`config.mk`:
```
export PLATFORM = sky130hd
export DESIGN_NAME = mcyc_ctrl
export DESIGN_NICKNAME = d
export VERILOG_FILES = /design/src/rtl/mcyc_ctrl_pkg.sv /design/src/rtl/mcyc_opdec.sv /design/src/rtl/mcyc_next.sv /design/src/rtl/mcyc_state_reg.sv /design/src/rtl/mcyc_outdec.sv /design/src/rtl/mcyc_ctrl.sv
export SDC_FILE = /design/constraint.sdc
export NUM_CORES = 1
export LEC_CHECK = 0
export ABC_AREA = 1
export ABC_CLOCK_PERIOD_IN_PS = 1600
export CAP_MARGIN = 20
export CORE_AREA = 5 5 42 44
export DETAILED_ROUTE_END_ITERATION = 6
export DIE_AREA = 0 0 47 49
export MAX_ROUTING_LAYER = met4
export PLACE_DENSITY = 0.76
export SYNTH_ARGS = -nofsm -noshare
export SYNTH_HDL_FRONTEND = slang
export SYNTH_HIERARCHICAL = 1
export SYNTH_SLANG_ARGS = --single-unit
```
`constraint.sdc`:
```
create_clock -name clk -period 1.6 [get_ports clk]
set_input_delay 0.16 -clock clk [delete_from_list [all_inputs] [get_ports clk]]
set_output_delay 0.16 -clock clk [all_outputs]
set_load 0.05 [all_outputs]
```
`src/rtl/mcyc_ctrl_pkg.sv`:
```
package mcyc_ctrl_pkg;
  localparam int OPC_W   = 6;
  localparam int SEL2_W  = 2;
  localparam logic [OPC_W-1:0] OPC_ALU   = 6'b000000;
  localparam logic [OPC_W-1:0] OPC_LOAD  = 6'b100011;
  localparam logic [OPC_W-1:0] OPC_STORE = 6'b101011;
  localparam logic [OPC_W-1:0] OPC_BEQ   = 6'b000100;
  localparam logic [OPC_W-1:0] OPC_JUMP  = 6'b000010;

  localparam logic [SEL2_W-1:0] BSEL_REG  = 2'b00;
  localparam logic [SEL2_W-1:0] BSEL_FOUR = 2'b01;
  localparam logic [SEL2_W-1:0] BSEL_OFS  = 2'b10;
  localparam logic [SEL2_W-1:0] BSEL_OFS4 = 2'b11;
  localparam logic [SEL2_W-1:0] AOP_ADD   = 2'b00;
  localparam logic [SEL2_W-1:0] AOP_SUB   = 2'b01;
  localparam logic [SEL2_W-1:0] AOP_FUNCT = 2'b10;
  localparam logic [SEL2_W-1:0] PSRC_ALU  = 2'b00;
  localparam logic [SEL2_W-1:0] PSRC_OUT  = 2'b01;
  localparam logic [SEL2_W-1:0] PSRC_JMP  = 2'b10;

  typedef enum logic [3:0] {
    ST_FETCH, ST_DECODE, ST_ADDR, ST_LDRD, ST_LDWB,
    ST_STWR, ST_REXE, ST_RWB, ST_BEQ, ST_JMP
  } mstate_e;
  localparam int NUM_ST = 10;
  localparam int ST_W   = $bits(mstate_e);

  typedef enum logic [2:0] {
    K_ALU, K_LOAD, K_STORE, K_BEQ, K_JUMP, K_NONE
  } iclass_e;

  typedef struct packed {
    logic              pc_we;
    logic              pc_we_cond;
    logic              ir_we;
    logic              rf_we;
    logic              mem_rd;
    logic              mem_wr;
    logic              addr_sel;
    logic              rf_dst_sel;
    logic              rf_wsrc_mem;
    logic              alu_a_sel;
    logic [SEL2_W-1:0] alu_b_sel;
    logic [SEL2_W-1:0] alu_op;
    logic [SEL2_W-1:0] pc_src;
  } ctl_t;
endpackage

```
`src/rtl/mcyc_opdec.sv`:
```
module mcyc_opdec
  import mcyc_ctrl_pkg::*;
(
  input  logic [OPC_W-1:0] opcode,
  output iclass_e          cls
);
  always_comb begin
    case (opcode)
      OPC_ALU:   cls = K_ALU;
      OPC_LOAD:  cls = K_LOAD;
      OPC_STORE: cls = K_STORE;
      OPC_BEQ:   cls = K_BEQ;
      OPC_JUMP:  cls = K_JUMP;
      default:   cls = K_NONE;
    endcase
  end
endmodule

```
`src/rtl/mcyc_next.sv`:
```
module mcyc_next
  import mcyc_ctrl_pkg::*;
(
  input  mstate_e cur,
  input  iclass_e cls,
  output mstate_e nxt
);
  always_comb begin
    nxt = ST_FETCH;
    case (cur)
      ST_FETCH:  nxt = ST_DECODE;
      ST_DECODE: begin
        case (cls)
          K_ALU:            nxt = ST_REXE;
          K_LOAD, K_STORE:  nxt = ST_ADDR;
          K_BEQ:            nxt = ST_BEQ;
          K_JUMP:           nxt = ST_JMP;
          default:          nxt = ST_FETCH;
        endcase
      end
      ST_ADDR:   nxt = (cls == K_LOAD) ? ST_LDRD : ST_STWR;
      ST_LDRD:   nxt = ST_LDWB;
      ST_REXE:   nxt = ST_RWB;
      default:   nxt = ST_FETCH;
    endcase
  end
endmodule

```
`src/rtl/mcyc_state_reg.sv`:
```
module mcyc_state_reg
  import mcyc_ctrl_pkg::*;
#(
  parameter bit ONE_HOT = 1'b0
)(
  input  logic    clk,
  input  logic    rst_n,
  input  mstate_e nxt,
  output mstate_e cur
);
  if (ONE_HOT) begin : g_onehot
    localparam logic [NUM_ST-1:0] HOT_ONE = NUM_ST'(1);
    logic [NUM_ST-1:0] oh_q;
    always_ff @(posedge clk or negedge rst_n) begin
      if (!rst_n) oh_q <= HOT_ONE << ST_FETCH;
      else        oh_q <= HOT_ONE << nxt;
    end
    always_comb begin
      cur = ST_FETCH;
      for (int i = 0; i < NUM_ST; i++) begin
        if (oh_q[i]) cur = mstate_e'(ST_W'(i));
      end
    end
  end else begin : g_binary
    mstate_e bin_q;
    always_ff @(posedge clk or negedge rst_n) begin
      if (!rst_n) bin_q <= ST_FETCH;
      else        bin_q <= nxt;
    end
    assign cur = bin_q;
  end
endmodule

```
`src/rtl/mcyc_outdec.sv`:
```
module mcyc_outdec
  import mcyc_ctrl_pkg::*;
(
  input  mstate_e cur,
  output ctl_t    ctl
);
  always_comb begin
    ctl = '0;
    case (cur)
      ST_FETCH: begin
        ctl.mem_rd    = 1'b1;
        ctl.ir_we     = 1'b1;
        ctl.pc_we     = 1'b1;
        ctl.alu_b_sel = BSEL_FOUR;
        ctl.alu_op    = AOP_ADD;
        ctl.pc_src    = PSRC_ALU;
      end
      ST_DECODE: begin
        ctl.alu_b_sel = BSEL_OFS4;
        ctl.alu_op    = AOP_ADD;
      end
      ST_ADDR: begin
        ctl.alu_a_sel = 1'b1;
        ctl.alu_b_sel = BSEL_OFS;
        ctl.alu_op    = AOP_ADD;
      end
      ST_LDRD: begin
        ctl.mem_rd   = 1'b1;
        ctl.addr_sel = 1'b1;
      end
      ST_LDWB: begin
        ctl.rf_we       = 1'b1;
        ctl.rf_wsrc_mem = 1'b1;
      end
      ST_STWR: begin
        ctl.mem_wr   = 1'b1;
        ctl.addr_sel = 1'b1;
      end
      ST_REXE: begin
        ctl.alu_a_sel = 1'b1;
        ctl.alu_b_sel = BSEL_REG;
        ctl.alu_op    = AOP_FUNCT;
      end
      ST_RWB: begin
        ctl.rf_we      = 1'b1;
        ctl.rf_dst_sel = 1'b1;
      end
      ST_BEQ: begin
        ctl.alu_a_sel  = 1'b1;
        ctl.alu_b_sel  = BSEL_REG;
        ctl.alu_op     = AOP_SUB;
        ctl.pc_we_cond = 1'b1;
        ctl.pc_src     = PSRC_OUT;
      end
      ST_JMP: begin
        ctl.pc_we  = 1'b1;
        ctl.pc_src = PSRC_JMP;
      end
      default: ctl = '0;
    endcase
  end
endmodule

```
`src/rtl/mcyc_ctrl.sv`:
```
module mcyc_ctrl
  import mcyc_ctrl_pkg::*;
#(
  parameter bit ONE_HOT = 1'b0
)(
  input  logic              clk,
  input  logic              rst_n,
  input  logic [OPC_W-1:0]  opcode,
  output logic              pc_we,
  output logic              pc_we_cond,
  output logic              ir_we,
  output logic              rf_we,
  output logic              mem_rd,
  output logic              mem_wr,
  output logic              addr_sel,
  output logic              rf_dst_sel,
  output logic              rf_wsrc_mem,
  output logic              alu_a_sel,
  output logic [SEL2_W-1:0] alu_b_sel,
  output logic [SEL2_W-1:0] alu_op,
  output logic [SEL2_W-1:0] pc_src
);
  iclass_e cls;
  mstate_e cur_st;
  mstate_e nxt_st;
  ctl_t    ctl;

  mcyc_opdec u_opdec (.opcode(opcode), .cls(cls));
  mcyc_next  u_next  (.cur(cur_st), .cls(cls), .nxt(nxt_st));
  mcyc_state_reg #(.ONE_HOT(ONE_HOT)) u_sreg (
    .clk(clk), .rst_n(rst_n), .nxt(nxt_st), .cur(cur_st)
  );
  mcyc_outdec u_outdec (.cur(cur_st), .ctl(ctl));

  assign pc_we       = ctl.pc_we;
  assign pc_we_cond  = ctl.pc_we_cond;
  assign ir_we       = ctl.ir_we;
  assign rf_we       = ctl.rf_we;
  assign mem_rd      = ctl.mem_rd;
  assign mem_wr      = ctl.mem_wr;
  assign addr_sel    = ctl.addr_sel;
  assign rf_dst_sel  = ctl.rf_dst_sel;
  assign rf_wsrc_mem = ctl.rf_wsrc_mem;
  assign alu_a_sel   = ctl.alu_a_sel;
  assign alu_b_sel   = ctl.alu_b_sel;
  assign alu_op      = ctl.alu_op;
  assign pc_src      = ctl.pc_src;
endmodule

```
==> impl_metrics.csv <==
group,metric,value,unit
sta,rsz0062_at_grt,"no",
sta,report.final.slew_viol_count,0,
route,antenna_left,0,
sta,final-setup-viol-count,0,
global_route,overflow,0,
global_route,grt_max_degree,11,
die,rows,14,
die,die_w,47,um
yosys,synth-compound-area-share,0.04589,
sta,hold_slack,0.1310,ns
cells_and_area,nets,137,
die,start_util,0.3696,
yosys,synthMuxAreaShare,0,
power,combPwrFrac,0.775,
clock_tree,clock_latency,0.23,ns
placement,dp_hpwl,1.168,mm
global_route,grt_pass1_wl,2.277,mm
sta,min_period_over_period,0.9093,
route,num_vias,653,
setup_path,critPathArrivalTime,1.29,ns
run,max_cap_violations,0,
yosys,syn_inst,102,
clock_tree,h-tree-depth,1,
yosys,synth_top_area_frac,0.2174,
clock_tree,cts-root-buf,"clkbuf_4",
sta,period_needed,1.455,ns
clock_tree,cts_setup_buffers,0,
sta,setup_slack,0.1451,ns
route,wl_per_cell,9.294,um
sta,tns,0,ns
global_route,grt_pass1_vias,601,
clock_tree,clk_pin_slew,0.04,ns
power,p_int,624.0,uW
yosys,synth.avg_cell_area,5.078,um2
sta,finClkSkew,0.004212,ns
cells_and_area,antenna_cells,0,
power,ir_worst_vdd,608.8,uV
die,core,0.001401,mm2
yosys,ys_warn_count,6,
sta,fmax,687.4,MHz
yosys,yosys.area_share.adder,0,
power,p_switching,629.3,uW
power,p_clk_frac,0.096,
yosys,yosys-top-cells-area,"nand2_1 (22%), dfrtp_1 (19%), inv_1 (17%)",
cells_and_area,instances_no_fill,143,
yosys,syn_nets,110,
sta,slew_headroom,0.8458,
min_path,min_path_type,"primary input to async pin",
route,first_pass_iters,5,
setup_path,setup.worst_path.start_class,"register",
placement,pre_cts_ws,-0.02409,ns
yosys,syn-cell-area,518.0,um2
clock_tree,cts-hold-fix-buffers,0,
setup_path,crit_fanout,6,
placement,port-buffer-count,23,
die,io_pins,24,
sta,tightest_slew,0.2312,ns
route,routed_wl,1.329,mm
yosys,synth_simple_gate_area_share,0.5507,
clock_tree,clock-sinks,4,
cells_and_area,drive_above_1_share,0.2677,
setup_path,cp-end-kind,"output port",
die,fp.dieH,49,um
setup_path,worst-setup-path-type,"register to output port",
yosys,ys_seq_elements,4,
yosys,synth.distinct_cells,15,
power,seqPwrFrac,0.129,
clock_tree,cts_resized,0,
power,power_leakage,0.0005503,uW
clock_tree,cts_buffer_depth,2,
clock_tree,numCtsBuffers,3,
sta,hold_viol_final,0,
yosys,synth_xor_area_frac,0,
power,switching_share,0.5021,
placement,dp.cells,140,
route,drcViolationCount,0,
global_route,grt_antenna_before_repair,0,
yosys,ys_seq_area_frac,0.1932,
die,dieArea,0.002303,mm2
cells_and_area,largest_reg_flops,4,
route,dr.first_iter.drc_count,12,
cells_and_area,final_cell_mix,"nand2_1 (30), inv_1 (24), nor2_1 (18)",
clock_tree,cts_tree,"done",
yosys,yosys.area.top_type,"nand2_1",
cells_and_area,layout_commonest_cell,"nand2_1",
placement,gp_congestion,0.7431,
route,via_per_inst,4.566,
yosys,synth_top_family_by_area,"simple AND/OR/NAND/NOR gates",
cells_and_area,areaGrowthSynthToFinish,84.06,%
power,p_per_area,1315,mW/mm2
outcome,status,"finished clean",
setup_path,cp_data_required_time,1.44,ns
global_route,track_usage,0.1296,
[worst max-delay path, stage by stage (launching register included)]
cell and delay, ns:
dfrtp_1 0.46, inv_1 0.13, nor2_1 0.14, nand2_1 0.09
nand2_1 0.10, buf_12 0.14
[metal layers]
| layer | share of wire | GRT usage | routed length [um] | vias up |
|---|---|---|---|---|
| li1 | - | - | - | 345 |
| met2 | 0.56 | 0.2353 | 740 | 26 |
| met4 | 0 | 0.04147 | 0 | 0 |
| met3 | 0.061 | 0.01107 | 81 | 0 |
| met1 | 0.38 | 0.1397 | 507 | 282 |
| met5 | 0 | - | 0 | - |
[cell families after synthesis]
kind of cell | Yosys count
AO/OA/AOI/OAI | 4
AND/OR/NAND/NOR | 66
buffers and inverters | 28
flip-flops | 4
[path summary, 6_finish.rpt]
| check | slack [ns] | cells past startpoint | from | to |
|---|---|---|---|---|
| max | 0.15 | 5 | u_sreg/cur[0] | pc_we |
| min | 0.13 | 1 | rst_n | u_sreg/cur[0] |
| max reg2reg | 0.58 | 5 | u_sreg/cur[1] | u_sreg/cur[0] |
| min reg2reg | 0.65 | 3 | u_sreg/cur[3] | u_sreg/cur[0] |
| max in group asynchronous | 1.28 | 1 | rst_n | u_sreg/cur[1] |
| min in group clk | 0.65 | 3 | u_sreg/cur[3] | u_sreg/cur[0] |
[synth_stat cells]
cell      count
nand2_1      30
inv_1        24
nor2_1       21
nand3_1       6
dfrtp_1       4
inv_2         3
nand2_2       3
a21oi_1       2
nand3b_1      2
nor2_2        2
buf_4         1
nand2b_1      1
nor2_4        1
o21ai_0       1
o21ai_2       1
[power by group through the flow]
| stage | logic [uW] | registers, uW | clock network, uW |
|---|---|---|---|
| 5_1_grt | 1030 | 166 | 132 |
| 6_report | 971 | 162 | 120 |
| 3_3_place_gp | 962 | 156 | 0 |
| 2_1_floorplan | 521 | 151 | 0 |
| 3_5_place_dp | 976 | 158 | 0 |
| 4_1_cts | 976 | 157 | 127 |
[stage by stage]
stage / area (um2) / total power, uW / utilization
detailed placement: 920.9 / 1134 / 0.6571
finish: 953.4 / 1253 / 0.6804
global placement: 920.9 / 1118 / 0.6571
floorplan: 518.0 / 671.5 / -
CTS: 943.4 / 1260 / 0.6732
global route: 953.4 / 1332 / 0.6804
[layout make-up]
cell class                      instances  area, um2
Clock buffer                            3      22.52
Fill cell                             117      447.9
Inverter                               27      101.3
Multi-Input combinational cell         70      316.6
Sequential cell                         4      102.6
Tap cell                               16      20.02
Timing Repair Buffer                   23      390.4
Note: power is estimated with default switching activity, not from simulation.
